File: src/rtl/mbx_pkg.sv
package mbx_pkg;
  localparam int unsigned WORD_W = 64;
  // MSB-first bit 0 only
  localparam logic [WORD_W-1:0] IN_KEEP_DEF  = 64'h8000_0000_0000_0000;
  // MSB-first bits 0..4 and 14
  localparam logic [WORD_W-1:0] OUT_KEEP_DEF = 64'hF802_0000_0000_0000;

  typedef struct packed {
    logic rw;
    logic and_m;
    logic or_m;
  } bell_wr_t;
endpackage

File: src/rtl/mbx_store.sv
module mbx_store #(
  parameter int unsigned W      = 64,
  parameter int unsigned N      = 8,
  parameter int unsigned ADDR_W = 6
) (
  input  logic              clk,
  input  logic              rst_n,
  input  logic              wr_en,
  input  logic [ADDR_W-1:0] addr,
  input  logic [W-1:0]      wdata,
  output logic [N-1:0][W-1:0] words
);
  for (genvar i = 0; i < N; i++) begin : g_word
    logic         en;
    logic [W-1:0] d;
    always_comb begin
      en = wr_en && (int'(addr) == i);
      d  = wdata;
    end
    always_ff @(posedge clk or negedge rst_n) begin
      if (!rst_n)  words[i] <= '0;
      else if (en) words[i] <= d;
    end
  end
endmodule

File: src/rtl/mbx_bell.sv
module mbx_bell
  import mbx_pkg::*;
#(
  parameter int unsigned    W          = 64,
  parameter logic [W-1:0]   KEEP       = '1,
  parameter bit             SELF_CLEAR = 1'b0
) (
  input  logic     clk,
  input  logic     rst_n,
  input  bell_wr_t wr,
  input  logic [W-1:0] wdata,
  input  logic [W-1:0] set_bits,
  output logic [W-1:0] q,
  output logic         fire
);
  logic [W-1:0] base, merged, q_d;
  logic         en, fire_d;

  always_comb begin
    base = q;
    if (wr.rw)         base = wdata;
    else if (wr.and_m) base = q & wdata;
    else if (wr.or_m)  base = q | wdata;
    merged = (base | set_bits) & KEEP;
    en     = wr.rw | wr.and_m | wr.or_m | (|(set_bits & KEEP));
  end

  if (SELF_CLEAR) begin : g_pulse
    always_comb begin
      q_d    = '0;
      fire_d = en && (|merged);
    end
  end else begin : g_level
    always_comb begin
      q_d    = merged;
      fire_d = 1'b0;
    end
  end

  always_ff @(posedge clk or negedge rst_n) begin
    if (!rst_n) begin
      q    <= '0;
      fire <= 1'b0;
    end else begin
      fire <= fire_d;
      if (en) q <= q_d;
    end
  end
endmodule

File: src/rtl/mbx_regfile.sv
module mbx_regfile
  import mbx_pkg::*;
#(
  parameter int unsigned  W          = WORD_W,
  parameter int unsigned  MBOX_WORDS = 8,
  parameter int unsigned  ADDR_W     = 6,
  parameter int unsigned  IN_BASE    = 16,
  parameter int unsigned  OUT_BASE   = 19,
  parameter logic [W-1:0] IN_KEEP    = IN_KEEP_DEF,
  parameter logic [W-1:0] OUT_KEEP   = OUT_KEEP_DEF
) (
  input  logic              clk,
  input  logic              rst_n,
  input  logic              wr_en,
  input  logic [ADDR_W-1:0] addr,
  input  logic [W-1:0]      wr_data,
  output logic [W-1:0]      rd_data,
  input  logic [W-1:0]      cmd_set,
  output logic              host_irq,
  output logic              msg_strobe
);
  localparam logic [ADDR_W-1:0] IN_RW  = ADDR_W'(IN_BASE);
  localparam logic [ADDR_W-1:0] IN_AND = ADDR_W'(IN_BASE + 1);
  localparam logic [ADDR_W-1:0] IN_OR  = ADDR_W'(IN_BASE + 2);
  localparam logic [ADDR_W-1:0] OUT_RW  = ADDR_W'(OUT_BASE);
  localparam logic [ADDR_W-1:0] OUT_AND = ADDR_W'(OUT_BASE + 1);
  localparam logic [ADDR_W-1:0] OUT_OR  = ADDR_W'(OUT_BASE + 2);

  logic [MBOX_WORDS-1:0][W-1:0] mbox_words;
  logic [W-1:0] in_q, out_q;
  logic         out_fire;
  bell_wr_t     in_wr, out_wr;

  always_comb begin
    in_wr.rw     = wr_en && (addr == IN_RW);
    in_wr.and_m  = wr_en && (addr == IN_AND);
    in_wr.or_m   = wr_en && (addr == IN_OR);
    out_wr.rw    = wr_en && (addr == OUT_RW);
    out_wr.and_m = wr_en && (addr == OUT_AND);
    out_wr.or_m  = wr_en && (addr == OUT_OR);
  end

  mbx_store #(.W(W), .N(MBOX_WORDS), .ADDR_W(ADDR_W)) i_store (
    .clk(clk), .rst_n(rst_n), .wr_en(wr_en), .addr(addr),
    .wdata(wr_data), .words(mbox_words)
  );

  mbx_bell #(.W(W), .KEEP(IN_KEEP), .SELF_CLEAR(1'b1)) i_in_bell (
    .clk(clk), .rst_n(rst_n), .wr(in_wr), .wdata(wr_data),
    .set_bits('0), .q(in_q), .fire(msg_strobe)
  );

  mbx_bell #(.W(W), .KEEP(OUT_KEEP), .SELF_CLEAR(1'b0)) i_out_bell (
    .clk(clk), .rst_n(rst_n), .wr(out_wr), .wdata(wr_data),
    .set_bits(cmd_set), .q(out_q), .fire(out_fire)
  );

  always_comb begin
    rd_data = '0;
    if (int'(addr) < MBOX_WORDS) rd_data = mbox_words[addr[$clog2(MBOX_WORDS)-1:0]];
    else if (addr == IN_RW)      rd_data = in_q;
    else if (addr == OUT_RW)     rd_data = out_q;
    host_irq = |out_q;
  end

  logic unused_ok;
  assign unused_ok = out_fire;
endmodule

File: config.mk
export PLATFORM = sky130hd
export DESIGN_NAME = mbx_regfile
export DESIGN_NICKNAME = d
export VERILOG_FILES = /design/src/rtl/mbx_pkg.sv /design/src/rtl/mbx_store.sv /design/src/rtl/mbx_bell.sv /design/src/rtl/mbx_regfile.sv
export SDC_FILE = /design/constraint.sdc
export NUM_CORES = 1
export LEC_CHECK = 0
export ABC_CLOCK_PERIOD_IN_PS = 3500
export BUFFER_PORTS_ARGS = -buffer_cell sky130_fd_sc_hd__buf_2
export CORE_MARGIN = 10
export CORE_UTILIZATION = 50
export DETAILED_ROUTE_END_ITERATION = 10
export GPL_ROUTABILITY_DRIVEN = 0
export PLACE_DENSITY = 0.68
export REMOVE_ABC_BUFFERS = 1
export SLEW_MARGIN = 20
export SYNTH_ARGS = -nofsm -noshare
export SYNTH_HDL_FRONTEND = slang
export SYNTH_HIERARCHICAL = 1
export SYNTH_SLANG_ARGS = --single-unit
File: constraint.sdc
create_clock -name clk -period 3.5 [get_ports clk]
set_input_delay 0.35 -clock clk [delete_from_list [all_inputs] [get_ports clk]]
set_output_delay 0.35 -clock clk [all_outputs]
set_load 0.01 [all_outputs]
* Word level (Yosys, flattened, before mapping)
Cells that the tools add are included.
** Cells by class
- Magnitude comparators :: 2
- Equal/unequal tests :: 13
- Mux-type cells :: 11
- Bitwise gates (word level) :: 8
- Reduce and logical (&&, ||, !) cells :: 18
** Operators with widths (count)
- 2-to-1 mux 64 bit :: 10
- binary-select mux 64 bit (select 3 bit) :: 1
- OR 64 bit :: 2
- bitwise AND 64 bit :: 1
- equality test 6 x 5 -> 1 bit (second input constant) :: 6
- equality test 6 x 4 -> 1 bit (second input constant) :: 4
- logical AND 1 bit :: 15
- equality test 6 x 3 -> 1 bit (second input constant) :: 2
- OR reduction 6 bit :: 2
- equality test 6 x 2 -> 1 bit (second input constant) :: 1
- zero test 6 bit :: 1
- < comparator 6 x 4 -> 1 bit (second input constant) :: 1
- OR 1 bit :: 5
- < comparator 3 x 4 -> 1 bit (second input constant) :: 1
** Word-level totals
- Flip-flop bits (word level) :: 519
- Input bits :: 137

* Depth between registers and ports, before layout
Gate-level depths: netlist of run 1.
- Depth in word-level cells :: 6
- Gate-level depth with buffers :: 8
- Depth with buffers taken out :: 6

* Hierarchy
The synthesis of run 1 kept the hierarchy.
** Modules (own cells, without submodules)
- mbx_store :: times used 1, cells each 1088, area each 18964.4 um^2, seq. area each 12812.3 um^2
- mbx_regfile :: times used 1, cells each 630, area each 5656.7 um^2, seq. area each 0.0 um^2
- mbx_bell at i_out_bell :: times used 1, cells each 91, area each 749.5 um^2, seq. area each 150.1 um^2
- mbx_bell at i_in_bell :: times used 1, cells each 69, area each 523.0 um^2, seq. area each 25.0 um^2

* Worst setup path before layout of run 1
No wires, ideal clock.
- Path type :: input -> output
- Start point :: input port addr[1]
- End point :: output port rd_data[24]
- Arrival time :: 1.571 ns
- Data required time :: 3.150 ns
- Slack :: 1.579 ns
- Stages on the path :: 7
- Buffers on the path :: 3
- Cell sequence :: buf_6 -> buf_6 -> buf_6 -> mux2_4 -> o22ai_1 -> nor3_1 -> a221o_1
** On the way
- Longest elaborated chain between the ends :: 3
- Elaborated cells between the ends (all ways) :: 6
- Classes of those cells :: order compare: 1; eq/ne: 1; mux: 4
** Ends and longest elaborated chain
- start, declared :: line mbx_regfile.sv:15 : input logic [ADDR_W-1:0] addr,
- branches (longest 2 deep; another with < comparator 6 x 4 -> 1 bit)
- 2-to-1 mux 64 bit * :: line mbx_regfile.sv:60 : if (int'(addr) < MBOX_WORDS) rd_data = mbox_words[addr[$clog2(MBOX_WORDS)-1:0]];
- end, declared :: line mbx_regfile.sv:17 : output logic [W-1:0] rd_data,
Every way passes the cells marked *. The select of a mux whose other input is x is not followed.

* Worst setup path after layout of run 1
- Start point :: register i_out_bell.q[61]
- End point :: output port host_irq
** On the way
- Longest elaborated chain between the ends :: 1
** Ends and longest elaborated chain
- start, declared :: line mbx_bell.sv:13 : output logic [W-1:0] q,
- start signal, assigned :: line mbx_bell.sv:46 : if (en) q <= q_d;
- OR reduction 6 bit :: line mbx_regfile.sv:63 : host_irq = |out_q;
- end, declared :: line mbx_regfile.sv:19 : output logic host_irq,
Every way passes these cells.

==> results by group, run 1 <==
Outcome
  – Status: finished clean

Synth
  – Mapped Cells: roughly 1,900
  – Cell area after synthesis: 0.0259 mm^2
  – Yosys Warn Count: 6
  – Syn_area_per_cell: 13.8 um^2

Detailed routing
  – Total iterations of the first detailed-routing run: 5
  – Remaining DRCs: 0
  – Routed Antenna Nets: 0
  – Final WL: between 60,000 and 70,000 um
  – Via count: 15,900
  – WL/cell: about 24 um
  – Via-per-instance ratio: 5.82
  – DRT iter0 DRCs: 1,086

Timing
  – Fin crit share: between 80% and 90%
  – Tightest Pin Transition: 1.12 ns
  – Max Clk Rate: 329 MHz
  – Endpoints failing hold: 0
  – RSZ-0062 raised after global routing: false
  – Rel. slew slack: 25.5%
  – Final setup fails: 0
  – Setup TNS: 0 ns
  – Slew Viols, Final: 0
  – Clock Skew: 0 ns
  – Min Clock Period, post-route: 3.04 ns

Critical path
  – Worst Setup End Kind: output pin
  – Crit Path Max Fanout: 4
  – Req. time, crit path: 3.15 ns
  – CP Class: flip-flop to output pin
  – Worst r2r path cells: 3
  – Data arrival, critical path: 2.69 ns
  – Crit path launch type: flip-flop

Power and ir drop
  – Pleak: 14.3 nW
  – P_int: 0.0116 W
  – Pwr per Cell Area: approximately 530 mW/mm^2
  – Peak supply drop: 0.000367 V
  – Switching share of power: 23.7%
  – Clock power share: 39.3%
  – Seq pwr share: a little under half
  – Logic pwr share: 13.7%
  – Switching power total: 0.00360 W

Clock tree
  – CTS tree: built
  – # clock sinks: 519
  – CTS H-tree depth: 2
  – Post-CTS resize count: 0
  – CTS root buf: clkbuf_16
  – Worst skew pair latency: 0.59 ns
  – CTS buffer count: 55
  – CTS Hold Buffers Added: 7
  – CTS Buffer Depth: 3
  – Clock transition at path regs: 0.06 ns
  – Post-CTS Setup Bufs: 0

Floorplan
  – FP Rows: 83
  – Die Ht: 248 um
  – Die area: 0.0613 mm^2
  – Horiz. Die Dim: 248 um
  – Initial Utilization: 50.5%
  – IO Pins: 203
  – Core area: 0.0513 mm^2

Finish
  – Final Util: a little under three fifths
  – Share of post-route cells with drive strength above 1: around half
  – Synthesis-to-finish area growth: 11.8%
  – Final net count: 2,140

Min path
  – Worst hold path type: input pin to flip-flop
  – Hold depth: 2

Place
  – IO Port Bufs: 144
  – Dpl hpwl: 38,900 um

Global route
  – Total GRT Usage: 21.2%
  – Overflow after GRT: 0
  – Largest net degree at the start of global routing: 99
  – First-pass GRT wire length: 100,000 um
  – Antenna violations before repair: 11
  – Vias in the first global route: 16,700

Job
  – Max_cap viols: 0
## worst paths after layout
check	slack (ns)	end	startpoint
min in group asynchronous	0.41	i_store/words[20]	rst_n
max in group asynchronous	2.13	i_store/words[13]	rst_n
worst min register to register	0.49	i_store/words[507]	i_store/words[507]
worst min-delay path	0.09	i_store/words[96]	wr_data[32]
worst max-delay path	0.46	host_irq	i_out_bell/q[61]
worst max register to register	2.49	i_out_bell/q[61]	i_out_bell/q[61]
## placed cells by master, fill, tap and decap left out, drive strengths merged
cell / instances
mux2: 768
dfrtp: 519
buf: 190
o22ai: 128
conb: 123
clkbuf: 88
nor3: 68
a221o: 65
nor4: 17
nor2: 11
clkinv: 10
diode: 8
nand2: 8
dlygate4sd3: 7
nand4: 7
o21ai: 7
a22oi: 5
o21a: 5
bufinv: 4
nand2b: 3
nand3: 3
nor3b: 2
inv: 2
or4: 1
nor2b: 1
or3: 1
or2: 1
a21oi: 1
o21bai: 1
and3b: 1
nor4b: 1
## area by class of cell
| cell class | count | area (um^2) |
|---|---|---|
| fillers | 4243 | 22400 |
| clock buffers | 88 | 1700 |
| multi-input cells | 1228 | 11800 |
| diodes | 8 | 20.0 |
| clock inverters | 14 | 170 |
| repair buffers | 197 | 1390 |
| well taps | 680 | 851 |
| inverters | 2 | 7.51 |
| flip-flops and latches | 519 | 13000 |
## routing by layer
layer,track usage [%],vias up,routed length [um]
li1,-,7063,-
met1,28.7,8382,29100
met2,34.0,359,30900
met3,4.06,98,3800
met4,6.31,10,1610
met5,0,-,73
## power groups by stage
| stage | combinational, W | clock (W) | sequential, W |
|---|---|---|---|
| 2_1_floorplan | 0.00146 | 0 | 0.00713 |
| 3_3_place_gp | 0.00200 | 0 | 0.00718 |
| 3_5_place_dp | 0.00208 | 0 | 0.00725 |
| 4_1_cts | 0.00209 | 0.00609 | 0.00714 |
| 5_1_grt | 0.00228 | 0.00632 | 0.00724 |
| 6_report | 0.00209 | 0.00597 | 0.00715 |
## registers in the layout, indices dropped and copies added, names as in the netlist
register,cells
i_out_bell/q,6
i_store/words,512
i_in_bell/fire,1
## worst max-delay path: stages (launching register included)
cell and delay [ns]:
dfrtp_1 0.47, nor4_1 0.49, nand4_1 0.30, or4_1 0.65, buf_2 0.18
## through the flow
step	hold WS, ns	area [um^2]	setup WS [ns]	std cells	power [W]
2_1_floorplan	0.0544	24700	0.0910	1749	0.00858
4_1_cts	0.0585	28900	0.491	2728	0.0153
5_1_grt	0.0896	28900	0.464	2730	0.0158
3_3_place_gp	0.442	27000	0.602	2619	0.00918
6_report	0.0945	28900	0.462	2736	0.0152
3_5_place_dp	0.458	27000	0.619	2619	0.00933
No activity file was read; power rests on OpenSTA's default activity.
==> inputs of run 2 (changes only) <==
- ABC_AREA: not set -> 1
- CORE_UTILIZATION: 50 -> 60
- PLACE_DENSITY: 0.68 -> 0.79
==> run 2 against run 1 <==
Against the previous run:
- total power rose by 1.3%
- largest power group unchanged
- first-iteration DRC count rose to 2.6 times the previous value
- synthesized cell count rose by 120%
- clock skew did not move
- via count rose by 69%
- worst setup slack improved by 0.47 ns
- combinational power barely moved
- synthesized area rose by 12%
- routed wire length rose by 36%
- sequential power barely moved
- worst hold slack got worse by 0.055 ns
- cell count rose by 75%
- critical endpoint is now rd_data[3]
==> results by group, run 2 <==
Detailed routing
  – Via count: 26,800 (+69%)
  – DRT iter0 DRCs: 2,805 (+160%)
  – Met3 wire len: 9080 um (+140%)
  – Metal-1 WL: 34,300 um (+18%)
  – Routed Antenna Nets: 0 (unchanged)
  – Via-per-instance ratio: 5.59 (-3.9%)
  – Final WL: 89,100 um (+36%)
  – Met2 WL post-DR: 42,200 um (+36%)
  – Highest metal used: met5
  – WL/cell: 18.6 um (-23%)
  – Total iterations of the first detailed-routing run: 6 (+1)
  – Remaining DRCs: 0 (unchanged)

Timing
  – Hold WS: 0.0400 ns (-0.0545 ns)
  – Clock Skew: 0 ns (unchanged)
  – RSZ-0062 raised after global routing: false
  – Max Clk Rate: 390 MHz (+18%)
  – Worst setup margin: 0.933 ns (+0.471 ns)
  – Endpoints failing hold: 0 (unchanged)
  – Rel. slew slack: 22.7% (-2.8 points)
  – Fin crit share: 73.3% (-13 points)
  – Min Clock Period, post-route: 2.57 ns (-0.471 ns)
  – Final setup fails: 0 (unchanged)
  – Tightest Pin Transition: 1.16 ns (+0.0416 ns)
  – Slew Viols, Final: 0 (unchanged)

Job
  – Max_cap viols: 0 (unchanged)

Floorplan
  – Die area: 0.0573 mm^2 (-6.4%)
  – Initial Utilization: 60.7% (+10 points)
  – IO Pins: 203 (unchanged)
  – Core area: 0.0476 mm^2 (-7.1%)
  – FP Rows: 80 (-3.6%)
  – Horiz. Die Dim: 239 um (-3.3%)
  – Die Ht: 239 um (-3.3%)

Outcome
  – Status: finished clean

Finish
  – Final net count: 4,278 (+100%)
  – Final Cell Area: 0.0309 mm^2 (+7.0%)
  – Synthesis-to-finish area growth: 7.09%
  – Most frequent cells in the layout: 2,355 x nand2_1, 577 x nand3_1, 519 x dfrtp_1
  – Max reg flops: 512 (unchanged)
  – Fillers: 4,181 (-1.5%)
  – Share of post-route cells with drive strength above 1: 7.94% (-42 points)
  – Most flop-heavy register: i_store/words
  – Final Util: 65.0% (+8.6 points)
  – Biggest regs: i_store/words (512), i_out_bell/q (6), i_in_bell/fire (1)
  – Commonest non-fill, non-tap cell in the layout: nand2_1
  – Seq. cell area: 0.0130 mm^2 (unchanged)
  – Multi-input logic area: 0.0134 mm^2 (+13%)

Clock tree
  – CTS Buffer Depth: 3 (unchanged)
  – CTS buffer count: 55 (unchanged)
  – CTS tree: built
  – Worst skew pair latency: 0.61 ns (+0.02 ns)
  – # clock sinks: 519 (unchanged)
  – CTS H-tree depth: 2 (unchanged)
  – CTS root buf: clkbuf_16
  – Clock transition at path regs: 0.06 ns (about the same)

Min path
  – Hold endpoint: i_store/words[284]
  – Hold depth: 3 (+1)
  – Worst hold start: wr_data[28]
  – Worst hold path type: input pin to flip-flop

Power and ir drop
  – Pleak: 17.8 nW (+24%)
  – Switching share of power: 27.7% (+4.0 points)
  – Switching power total: 0.00427 W (+19%)
  – Power, Total: 0.0154 W (+1.3%)
  – Peak supply drop: 0.000368 V (about the same)
  – Logic pwr share: 13.6% (about the same)
  – Seq pwr share: 46.5% (-0.5 points)
  – P_int: 0.0111 W (-4.0%)
  – Pwr per Cell Area: 498 mW/mm^2 (-5.3%)
  – Clock power share: 39.9% (+0.6 points)

Synth
  – Syn_area_per_cell: 6.85 um^2 (-50%)
  – Mapped Cells: 4,219 (+120%)
  – Yosys Warn Count: 6 (unchanged)
  – Cell area after synthesis: 0.0289 mm^2 (+12%)

Critical path
  – CP Class: input pin to output pin
  – Critical path's top delay family: buffers and inverters
  – Crit path launch type: input pin
  – Reg2reg end: i_out_bell/q[63]
  – R2R Path Start: i_out_bell/q[63]
  – CP dominant cell by count: nand2_1
  – Worst path max stage delay: 0.44 ns (-0.21 ns)
  – Worst Setup End Kind: output pin
  – CP Cell Sequence: clkbuf_8, inv_8, buf_12, nand2_1, nand2_1, nand2_1, nand3_1, nand3_1, nand2_1, buf_2
  – Worst r2r path cells: 2 (-1)
  – Slowest cell on the critical path: inv_8
  – Data arrival, critical path: 2.22 ns (-0.47 ns)
  – Reg2Reg Setup Slack: 2.67 ns (+0.18 ns)
  – Worst Path Buf+Inv: 4 (+3)
  – Crit Path Max Fanout: 62 (+58)
  – Req. time, crit path: 3.15 ns (about the same)

Global route
  – First-pass GRT wire length: 141,000 um (+41%)
  – Antenna violations before repair: 10 (-1)
  – Total GRT Usage: 31.0% (+9.8 points)
  – Overflow after GRT: 0 (unchanged)
  – Vias in the first global route: 25,500 (+52%)
  – Largest net degree at the start of global routing: 145 (+46%)

Place
  – Placed cell areas: 0.0290 mm^2 (+7.4%)
  – Setup Slack @ Placement: 0.921 ns (+0.302 ns)
  – Dpl hpwl: 47,800 um (+23%)
  – IO Port Bufs: 144 (unchanged)
run 2: cell count changes in the layout (fill, tap and decap cells not counted), sizes merged, moves of 6 or more:
cell / change
inv: +89
nand2: +2360
mux2: -768
a221o: -65
o22ai: -128
nor4: -17
clkbuf: -6
o21ai: +121
buf: +10
nor3: -64
nand4: -7
nor2: +47
nand3: +581
run 2: power groups by stage:
stage,Sequential [W],Combinational [W],Clock (W)
final,0.00716,0.00210,0.00614
after global routing,0.00724,0.00242,0.00643
after CTS,0.00715,0.00207,0.00619
after detailed placement,0.00724,0.00205,0
after global placement,0.00722,0.00199,0
after floorplan,0.00716,0.00127,0
run 2: worst min-delay path, stage by stage:
cell	delay, ns
buf_2	0.15
nand2_1	0.07
nand2_1	0.04
run 2: cell type report:
type	instances	share of cell area, %
multi-input combinational	3266	43.2
tap	615	2.49
timing repair buffer	208	4.94
antenna	4	0.0323
inverter	91	1.16
sequential	519	42.0
clock buffer	81	5.45
clock inverter	17	0.728
run 2: routing by layer:
metal / GRT usage, % / vias to the layer above
li1: - / 12700
met1: 39.1 / 12500
met2: 51.0 / 1382
met3: 6.15 / 253
met4: 13.3 / 14
met5: 0 / -
run 2: how the worst max path moves through the flow:
stage                     startpoint                  to  depth (start not counted)
after global placement       addr[0]  i_store/words[395]                          8
after global routing         addr[0]         rd_data[13]                         10
final                        addr[0]          rd_data[3]                         10
after detailed placement     addr[0]  i_store/words[412]                          8
after CTS                    addr[0]         rd_data[27]                         10
after floorplan              addr[3]  i_store/words[192]                          6
run 2: repair_timing:
item / CTS / global route
hold endpoints to repair: 83 / 0
hold buffers: 7 / 0
setup buffers: 0 / 0
resized for setup: 0 / 0
run 2: through the flow:
stage | TNS [ns] | instances
global placement | 0 | 4692
finish | 0 | 4801
detailed placement | 0 | 4692
global route | 0 | 4800
CTS | 0 | 4797
floorplan | -758.40 | 3876
